===== config.mk =====
export PLATFORM = sky130hd
export DESIGN_NAME = kbd_trap_reg
export DESIGN_NICKNAME = d
export VERILOG_FILES = /design/src/rtl/kbd_trap_pkg.sv /design/src/rtl/kbd_trap_decode.sv /design/src/rtl/kbd_trap_sticky.sv /design/src/rtl/kbd_trap_ctl.sv /design/src/rtl/kbd_trap_reg.sv
export SDC_FILE = /design/constraint.sdc
export NUM_CORES = 1
export LEC_CHECK = 0
export ABC_AREA = 1
export BUFFER_PORTS_ARGS = -buffer_cell sky130_fd_sc_hd__buf_4
export CORE_ASPECT_RATIO = 1.1
export CORE_UTILIZATION = 33
export CTS_BUF_LIST = sky130_fd_sc_hd__clkbuf_4
export CTS_CLUSTER_SIZE = 10
export DETAILED_ROUTE_END_ITERATION = 8
export PLACE_DENSITY = 0.61
export RECOVER_POWER = 25
export SYNTH_ARGS = -nofsm -noshare
export SYNTH_HDL_FRONTEND = slang
export SYNTH_HIERARCHICAL = 1
export SYNTH_SLANG_ARGS = --single-unit

===== constraint.sdc =====
create_clock -name clk -period 0.8 [get_ports clk]
set_input_delay 0.08 -clock clk [delete_from_list [all_inputs] [get_ports clk]]
set_output_delay 0.08 -clock clk [all_outputs]
set_load 0.005 [all_outputs]

===== src/rtl/kbd_trap_pkg.sv =====
package kbd_trap_pkg;
  localparam int unsigned REG_W        = 16;
  localparam int unsigned N_TRAP       = 4;
  localparam int unsigned N_STICKY     = N_TRAP + 1;

  localparam int unsigned B_PT_END     = 15;
  localparam int unsigned B_USB_ROUTE  = 13;
  localparam int unsigned B_USB_LVL    = 12;
  localparam int unsigned B_TRAP_BASE  = 8;
  localparam int unsigned B_PT_SMI_EN  = 7;
  localparam int unsigned B_PT_BUSY    = 6;
  localparam int unsigned B_PT_RUN     = 5;
  localparam int unsigned B_USB_SMI_EN = 4;
  localparam int unsigned B_TRAP_EN    = 0;

  localparam logic [REG_W-1:0] RW_MASK   = 16'h20BF;
  localparam logic [REG_W-1:0] RESET_VAL = 16'h2000;

  // trap vector order: 0 rd data port, 1 wr data port, 2 rd cmd port, 3 wr cmd port
  function automatic int unsigned sticky_pos(input int unsigned idx);
    return (idx < N_TRAP) ? (B_TRAP_BASE + idx) : B_PT_END;
  endfunction

  function automatic int unsigned sticky_en_pos(input int unsigned idx);
    return (idx < N_TRAP) ? (B_TRAP_EN + idx) : B_PT_SMI_EN;
  endfunction
endpackage


===== src/rtl/kbd_trap_decode.sv =====
module kbd_trap_decode #(
  parameter int unsigned IO_AW     = 16,
  parameter logic [IO_AW-1:0] DATA_PORT = 16'h0060,
  parameter logic [IO_AW-1:0] CMD_PORT  = 16'h0064,
  localparam int unsigned NT = kbd_trap_pkg::N_TRAP
) (
  input  logic [IO_AW-1:0] io_addr_i,
  input  logic             io_rd_i,
  input  logic             io_wr_i,
  output logic [NT-1:0]    trap_ev_o
);
  logic hit_data;
  logic hit_cmd;

  always_comb begin
    hit_data     = (io_addr_i == DATA_PORT);
    hit_cmd      = (io_addr_i == CMD_PORT);
    trap_ev_o[0] = hit_data & io_rd_i;
    trap_ev_o[1] = hit_data & io_wr_i;
    trap_ev_o[2] = hit_cmd  & io_rd_i;
    trap_ev_o[3] = hit_cmd  & io_wr_i;
  end
endmodule


===== src/rtl/kbd_trap_sticky.sv =====
module kbd_trap_sticky #(
  parameter int unsigned N = 5
) (
  input  logic         clk,
  input  logic         rst_n,
  input  logic [N-1:0] set_i,
  input  logic [N-1:0] clr_i,
  output logic [N-1:0] q_o
);
  for (genvar i = 0; i < N; i++) begin : g_bit
    logic upd;
    logic d;

    always_comb begin
      upd = set_i[i] | clr_i[i];
      d   = set_i[i];
    end

    always_ff @(posedge clk or negedge rst_n) begin
      if (!rst_n)   q_o[i] <= 1'b0;
      else if (upd) q_o[i] <= d;
    end
  end
endmodule


===== src/rtl/kbd_trap_ctl.sv =====
module kbd_trap_ctl #(
  parameter int unsigned W = 16,
  parameter logic [W-1:0] MASK = '1,
  parameter logic [W-1:0] RST  = '0
) (
  input  logic         clk,
  input  logic         rst_n,
  input  logic         we_i,
  input  logic [W-1:0] wdata_i,
  output logic [W-1:0] q_o
);
  logic [W-1:0] d;

  always_comb d = wdata_i & MASK;

  always_ff @(posedge clk or negedge rst_n) begin
    if (!rst_n)    q_o <= RST & MASK;
    else if (we_i) q_o <= d;
  end
endmodule


===== src/rtl/kbd_trap_reg.sv =====
module kbd_trap_reg #(
  parameter int unsigned CFG_AW = 8,
  parameter logic [CFG_AW-1:0] REG_OFFSET = 8'hC0,
  parameter int unsigned IO_AW = 16,
  parameter logic [IO_AW-1:0] DATA_PORT = 16'h0060,
  parameter logic [IO_AW-1:0] CMD_PORT  = 16'h0064
) (
  input  logic              clk,
  input  logic              rst_n,
  input  logic [CFG_AW-1:0] cfg_addr_i,
  input  logic              cfg_wr_i,
  input  logic [15:0]       cfg_wdata_i,
  output logic [15:0]       cfg_rdata_o,
  input  logic [IO_AW-1:0]  io_addr_i,
  input  logic              io_rd_i,
  input  logic              io_wr_i,
  input  logic              usb_irq_i,
  input  logic              pt_busy_i,
  input  logic              pt_done_i,
  output logic              pt_run_o,
  output logic              pirqd_o,
  output logic              smi_o
);
  import kbd_trap_pkg::*;
  localparam int unsigned NS = N_STICKY;

  logic [1:0]       rst_sync_q;
  logic             rst_sync_n;
  logic             reg_hit;
  logic             wr_hit;
  logic [N_TRAP-1:0] trap_ev;
  logic [NS-1:0]    sticky_set;
  logic [NS-1:0]    sticky_clr;
  logic [NS-1:0]    sticky_q;
  logic [NS-1:0]    sticky_en;
  logic [REG_W-1:0] ctl_q;
  logic [REG_W-1:0] reg_view;

  // reset asserted asynchronously, released on the clock
  always_ff @(posedge clk or negedge rst_n) begin
    if (!rst_n) rst_sync_q <= 2'b00;
    else        rst_sync_q <= {rst_sync_q[0], 1'b1};
  end
  assign rst_sync_n = rst_sync_q[1];

  always_comb begin
    reg_hit = (cfg_addr_i == REG_OFFSET);
    wr_hit  = reg_hit & cfg_wr_i;
  end

  kbd_trap_decode #(
    .IO_AW(IO_AW), .DATA_PORT(DATA_PORT), .CMD_PORT(CMD_PORT)
  ) u_decode (
    .io_addr_i(io_addr_i),
    .io_rd_i  (io_rd_i),
    .io_wr_i  (io_wr_i),
    .trap_ev_o(trap_ev)
  );

  for (genvar i = 0; i < NS; i++) begin : g_map
    if (i < N_TRAP) begin : g_trap
      assign sticky_set[i] = trap_ev[i];
    end else begin : g_end
      assign sticky_set[i] = pt_done_i;
    end
    assign sticky_clr[i] = wr_hit & cfg_wdata_i[sticky_pos(i)];
    assign sticky_en[i]  = ctl_q[sticky_en_pos(i)];
  end

  kbd_trap_sticky #(.N(NS)) u_sticky (
    .clk  (clk),
    .rst_n(rst_sync_n),
    .set_i(sticky_set),
    .clr_i(sticky_clr),
    .q_o  (sticky_q)
  );

  kbd_trap_ctl #(.W(REG_W), .MASK(RW_MASK), .RST(RESET_VAL)) u_ctl (
    .clk    (clk),
    .rst_n  (rst_sync_n),
    .we_i   (wr_hit),
    .wdata_i(cfg_wdata_i),
    .q_o    (ctl_q)
  );

  always_comb begin
    reg_view = ctl_q;
    for (int i = 0; i < NS; i++) reg_view[sticky_pos(i)] = sticky_q[i];
    reg_view[B_USB_LVL] = usb_irq_i;
    reg_view[B_PT_BUSY] = pt_busy_i & ctl_q[B_PT_RUN];
    cfg_rdata_o = reg_hit ? reg_view : '0;
    pt_run_o    = ctl_q[B_PT_RUN];
    pirqd_o     = usb_irq_i & ctl_q[B_USB_ROUTE];
    smi_o       = (|(sticky_q & sticky_en)) | (usb_irq_i & ctl_q[B_USB_SMI_EN]);
  end
endmodule


=== Word-level counts from Yosys, hierarchy flattened ===
Cells that the tools add are included.

* Equal/unequal tests: 3
* Mux-type cells: 1
* Bitwise operators: 20
* Reductions and logical operators: 1

{| class="wikitable"
|+ Operator list
! kind !! count
|-
| == test 16 x 7 -> 1 bit, second input constant || 2
|-
| 2-to-1 mux 16 bit || 1
|-
| bitwise AND 1 bit || 13
|-
| == test 8 bit, second input constant || 1
|-
| bitwise OR 1 bit || 6
|-
| bitwise AND 5 bit || 1
|-
| OR reduction 5 bit || 1
|}

* Bits in registers: 15
* Input bits: 48
* Output and inout port bits: 19
* Logic and storage cells: 32

=== Logic depth before layout (Yosys ltp) ===
* Depth after elaboration: 4
* Mapped depth: 9
* Gate-level depth less buffers: 8

=== By module ===
Netlist, hierarchy kept.

{| class="wikitable"
|+ By module, submodules not included
! module !! times used !! cells an instance !! area each (um^2) !! seq. area each (um^2)
|-
| kbd_trap_ctl || 1 || 43 || 370.4 || 201.4
|-
| kbd_trap_reg || 1 || 72 || 362.8 || 50.0
|-
| kbd_trap_sticky || 1 || 25 || 200.2 || 125.1
|-
| kbd_trap_decode || 1 || 27 || 108.9 || 0.0
|}

=== Worst setup path before layout ===
No wires, ideal clock.

* Kind: input to register
* From: input cfg_addr_i[0]
* To: register u_ctl.q_o[5]
* Library setup time: 117 ps
* Arrival time: 799 ps
* Data required time: 683 ps
* Path slack: -116 ps
* Stages: 9
* Path buffers: 1
* Path through: inv_1 -> nand2_1 -> nor2_2 -> nand3_1 -> inv_1 -> buf_6 -> inv_2 -> nand2_1 -> nand2_1

* Longest elaborated chain between the ends: 2

{| class="wikitable"
|+ RTL lines
! item !! line !! text
|-
| from (decl) || kbd_trap_reg.sv:10 || <nowiki>input logic [CFG_AW-1:0] cfg_addr_i,</nowiki>
|-
| == test 8 bit || kbd_trap_reg.sv:47 || <nowiki>reg_hit = (cfg_addr_i == REG_OFFSET);</nowiki>
|-
| bitwise AND 1 bit || kbd_trap_reg.sv:48 || <nowiki>wr_hit = reg_hit & cfg_wr_i;</nowiki>
|-
| net wr_hit || kbd_trap_reg.sv:30 || <nowiki>logic wr_hit;</nowiki>
|-
| to (signal assigned) || kbd_trap_ctl.sv:17 || <nowiki>if (!rst_n) q_o <= RST & MASK;</nowiki>
|-
| to (decl) || kbd_trap_ctl.sv:10 || <nowiki>output logic [W-1:0] q_o</nowiki>
|}

The timed path passes the listed nets, and every way through them passes these cells.
A chain may end at the register's enable or synchronous reset.

=== Worst setup path in the final report ===
* From: register u_ctl.q_o[4]
* To: output smi_o

* Longest elaborated chain between the ends: 2

{| class="wikitable"
|+ RTL lines
! item !! line !! text
|-
| bitwise AND 1 bit || kbd_trap_reg.sv:94 || <nowiki>smi_o = (|(sticky_q & sticky_en)) | (usb_irq_i & ctl_q[B_USB_SMI_EN]);</nowiki>
|-
| bitwise OR 1 bit || kbd_trap_reg.sv:94 ||
|-
| to (decl) || kbd_trap_reg.sv:22 || <nowiki>output logic smi_o</nowiki>
|}

Every way passes these cells.

==> impl_metrics.py <==
metrics = {
    "placed_design": {
        "hpwl_mm": 2.13,
        "pre_cts_ws_ns": -0.223,
        "numPortBuffers": 62,
        "gp_congestion": 0.742,
    },
    "clock_network": {
        "cts_sinks": 15,
        "cts-htree-levels": 1,
        "cts_tree": "done",
        "clkLatencyLatePin_ns": 0.29,
        "clkTransAtPathRegs_ns": 0.10,
        "cts_buffer_depth": 2,
        "cts_buffers": 3,
        "cts-root-buf": "clkbuf_4",
    },
    "global_route": {
        "grt_overflow_total": 0,
        "grt_pass1_wl_mm": 4.17,
        "antenna_found_initial": 0,
        "grt_pass1_vias": 1058,
        "grt_usage_pct": 17.8,
        "grt_start_max_net_pins": 17,
    },
    "setup_path": {
        "required_ns": 0.72,
        "critPathKind": "reg2out",
        "crit_chain": "nand2_1 -> nand2_1 -> a21oi_2 -> nand3_1 -> buf_4",
        "cp.arrival_ns": 1.16,
        "cp_num_buf_inv": 1,
        "cp_max_fo": 2,
        "crit_slowest_cell": "dfrtp_1",
        "crit_path_frequent_cell": "nand2_1",
        "cp_top_family": "flip-flops",
        "crit_path_start_kind": "register",
        "worstSetupEndpointType": "output port",
        "critical_path.max_stage_delay_ns": 0.39,
    },
    "yosys": {
        "yosys_warnings": 6,
        "syn_nets": 208,
        "netlist_area_um2": 990,
        "syn_avg_cell_area_um2": 6.19,
        "syn_inst": 160,
    },
    "job": {
        "max_cap_viol_count": 0,
    },
    "sta": {
        "finalSetupViolCount": 20,
        "final_max_slew_viol_count": 0,
        "finalWorstSetupSlack_ns": -0.444,
        "setup_tns_ns": -4.91,
        "post-route-period-util_pct": 155,
        "clock_skew_ns": 0.00988,
        "rsz0062_at_grt": "true",
        "hold_viol": 0,
        "post-route-min-period_ns": 1.24,
        "fmax_mhz": 804,
    },
    "power": {
        "p_clk_share_pct": 26.7,
        "finalPower_mw": 1.66,
        "swShare_pct": 26.0,
        "ir_worst_vdd_uv": 649,
        "p_seq_share_pct": 48.6,
        "p_switching_uw": 434,
        "power.internal_mw": 1.23,
        "p_leak_nw": 1.03,
        "pwr-share-comb_pct": 24.6,
        "p_per_area_nw_per_um2": 860,
    },
    "layout": {
        "regArea_um2": 378,
        "fill_cells": 233,
        "fin_util_pct": 69.1,
        "drive_above_1_share_pct": 54.3,
        "antenna_cells": 0,
        "multi_input_area_um2": 492,
        "syn2layout_area_growth_pct": 95.6,
        "final_nets": 303,
    },
    "die": {
        "die_area_um2": 3220,
        "initial_core_util_pct": 35.3,
        "dieHeight_um": 59.4,
        "io_pins": 67,
        "fp-row-count": 20,
        "die_w_um": 54.2,
        "fp.coreArea_um2": 2800,
    },
    "drt": {
        "drc_errors": 0,
        "vias_per_cell": 4.13,
        "first_iter_violations": 20,
        "wl_mm": 2.72,
        "vias": 1185,
        "wl_per_cell_um": 9.46,
        "antenna_left": 0,
        "firstDrtPassIters": 4,
    },
    "outcome": {
        "violations": "setup timing",
        "status": "finished with violations",
    },
    "hold_path": {
        "holdCritPathClass": "in2reg",
    },
}
worst register-to-register path, stage by stage (launching register included):
cell     delay (ns)
dfrtp_1        0.40
buf_4          0.13
buf_4          0.11
nand2_1        0.05
nand2_1        0.05
path summary, 6_finish.rpt:
path                                              from                           to  slack, ns  cells past startpoint
max                           u_ctl/q_o[4]$_DFFE_PN0P_                        smi_o      -0.44                      5
min                                     cfg_wdata_i[2]     u_ctl/q_o[2]$_DFFE_PN0P_       0.01                      3
max reg2reg                u_sticky/q_o[3]$_DFFE_PN0P_  u_sticky/q_o[3]$_DFFE_PN0P_      -0.05                      4
min reg2reg                    rst_sync_q[1]$_DFF_PN0_     u_ctl/q_o[7]$_DFFE_PN0P_       0.14                      0
max in group asynchronous      rst_sync_q[1]$_DFF_PN0_  u_sticky/q_o[1]$_DFFE_PN0P_       0.24                      1
min in group asynchronous                        rst_n      rst_sync_q[1]$_DFF_PN0_       0.09                      2
per-layer routing:
layer,vias to the layer above,track usage [%],wire length (um)
met5,-,0,0
met2,43,32.6,1470
met3,2,1.79,124
met1,512,20.3,1090
met4,0,7.33,24
li1,628,-,-
power by group through the flow:
stage / clock network (mW) / logic (mW) / registers [mW]
after floorplan: 0 / 0.108 / 0.820
after global placement: 0 / 0.334 / 0.820
after detailed placement: 0 / 0.341 / 0.821
after CTS: 0.461 / 0.400 / 0.808
after global routing: 0.492 / 0.450 / 0.814
final: 0.445 / 0.410 / 0.809
timing repair:
action                                  CTS  global route
pin swaps                                13            10
gates resized for setup                  22            22
buffers inserted                          5             4
hold buffers                              9             0
endpoints found under the setup margin   18            21
endpoints found under the hold margin    10             0
state kept, by name, indices dropped and copies added (netlist names):
name	flops
u_sticky/q_o	5
rst_sync_q	2
u_ctl/q_o	8
through the flow:
step	instance area, um^2	cells	hold WS (ns)
finish	1940	287	0.0139
global route	1940	287	0.0125
CTS	1870	285	0.00963
detailed placement	1670	268	-0.136
global placement	1670	268	-0.138
floorplan	1060	160	-0.216
area by class of cell:
class                           count  share of cell area (%)
Timing Repair Buffer               93                    41.2
Multi-Input combinational cell     98                    25.4
Sequential cell                    15                    19.5
Inverter                           44                    10.3
Tap cell                           33                    2.13
Clock buffer                        3                    1.16
Clock inverter                      1                   0.259
placed cells by master, fill, tap and decap left out, drive strengths merged:
master       count
clkinv           1
dfrtp           14
a21oi            1
clkbuf           4
dfstp            1
nor2            38
dlygate4sd3      9
inv             44
conb             2
nand3            2
nand2           54
o21ai            1
buf             83
Power figures use the tool's default switching activity.
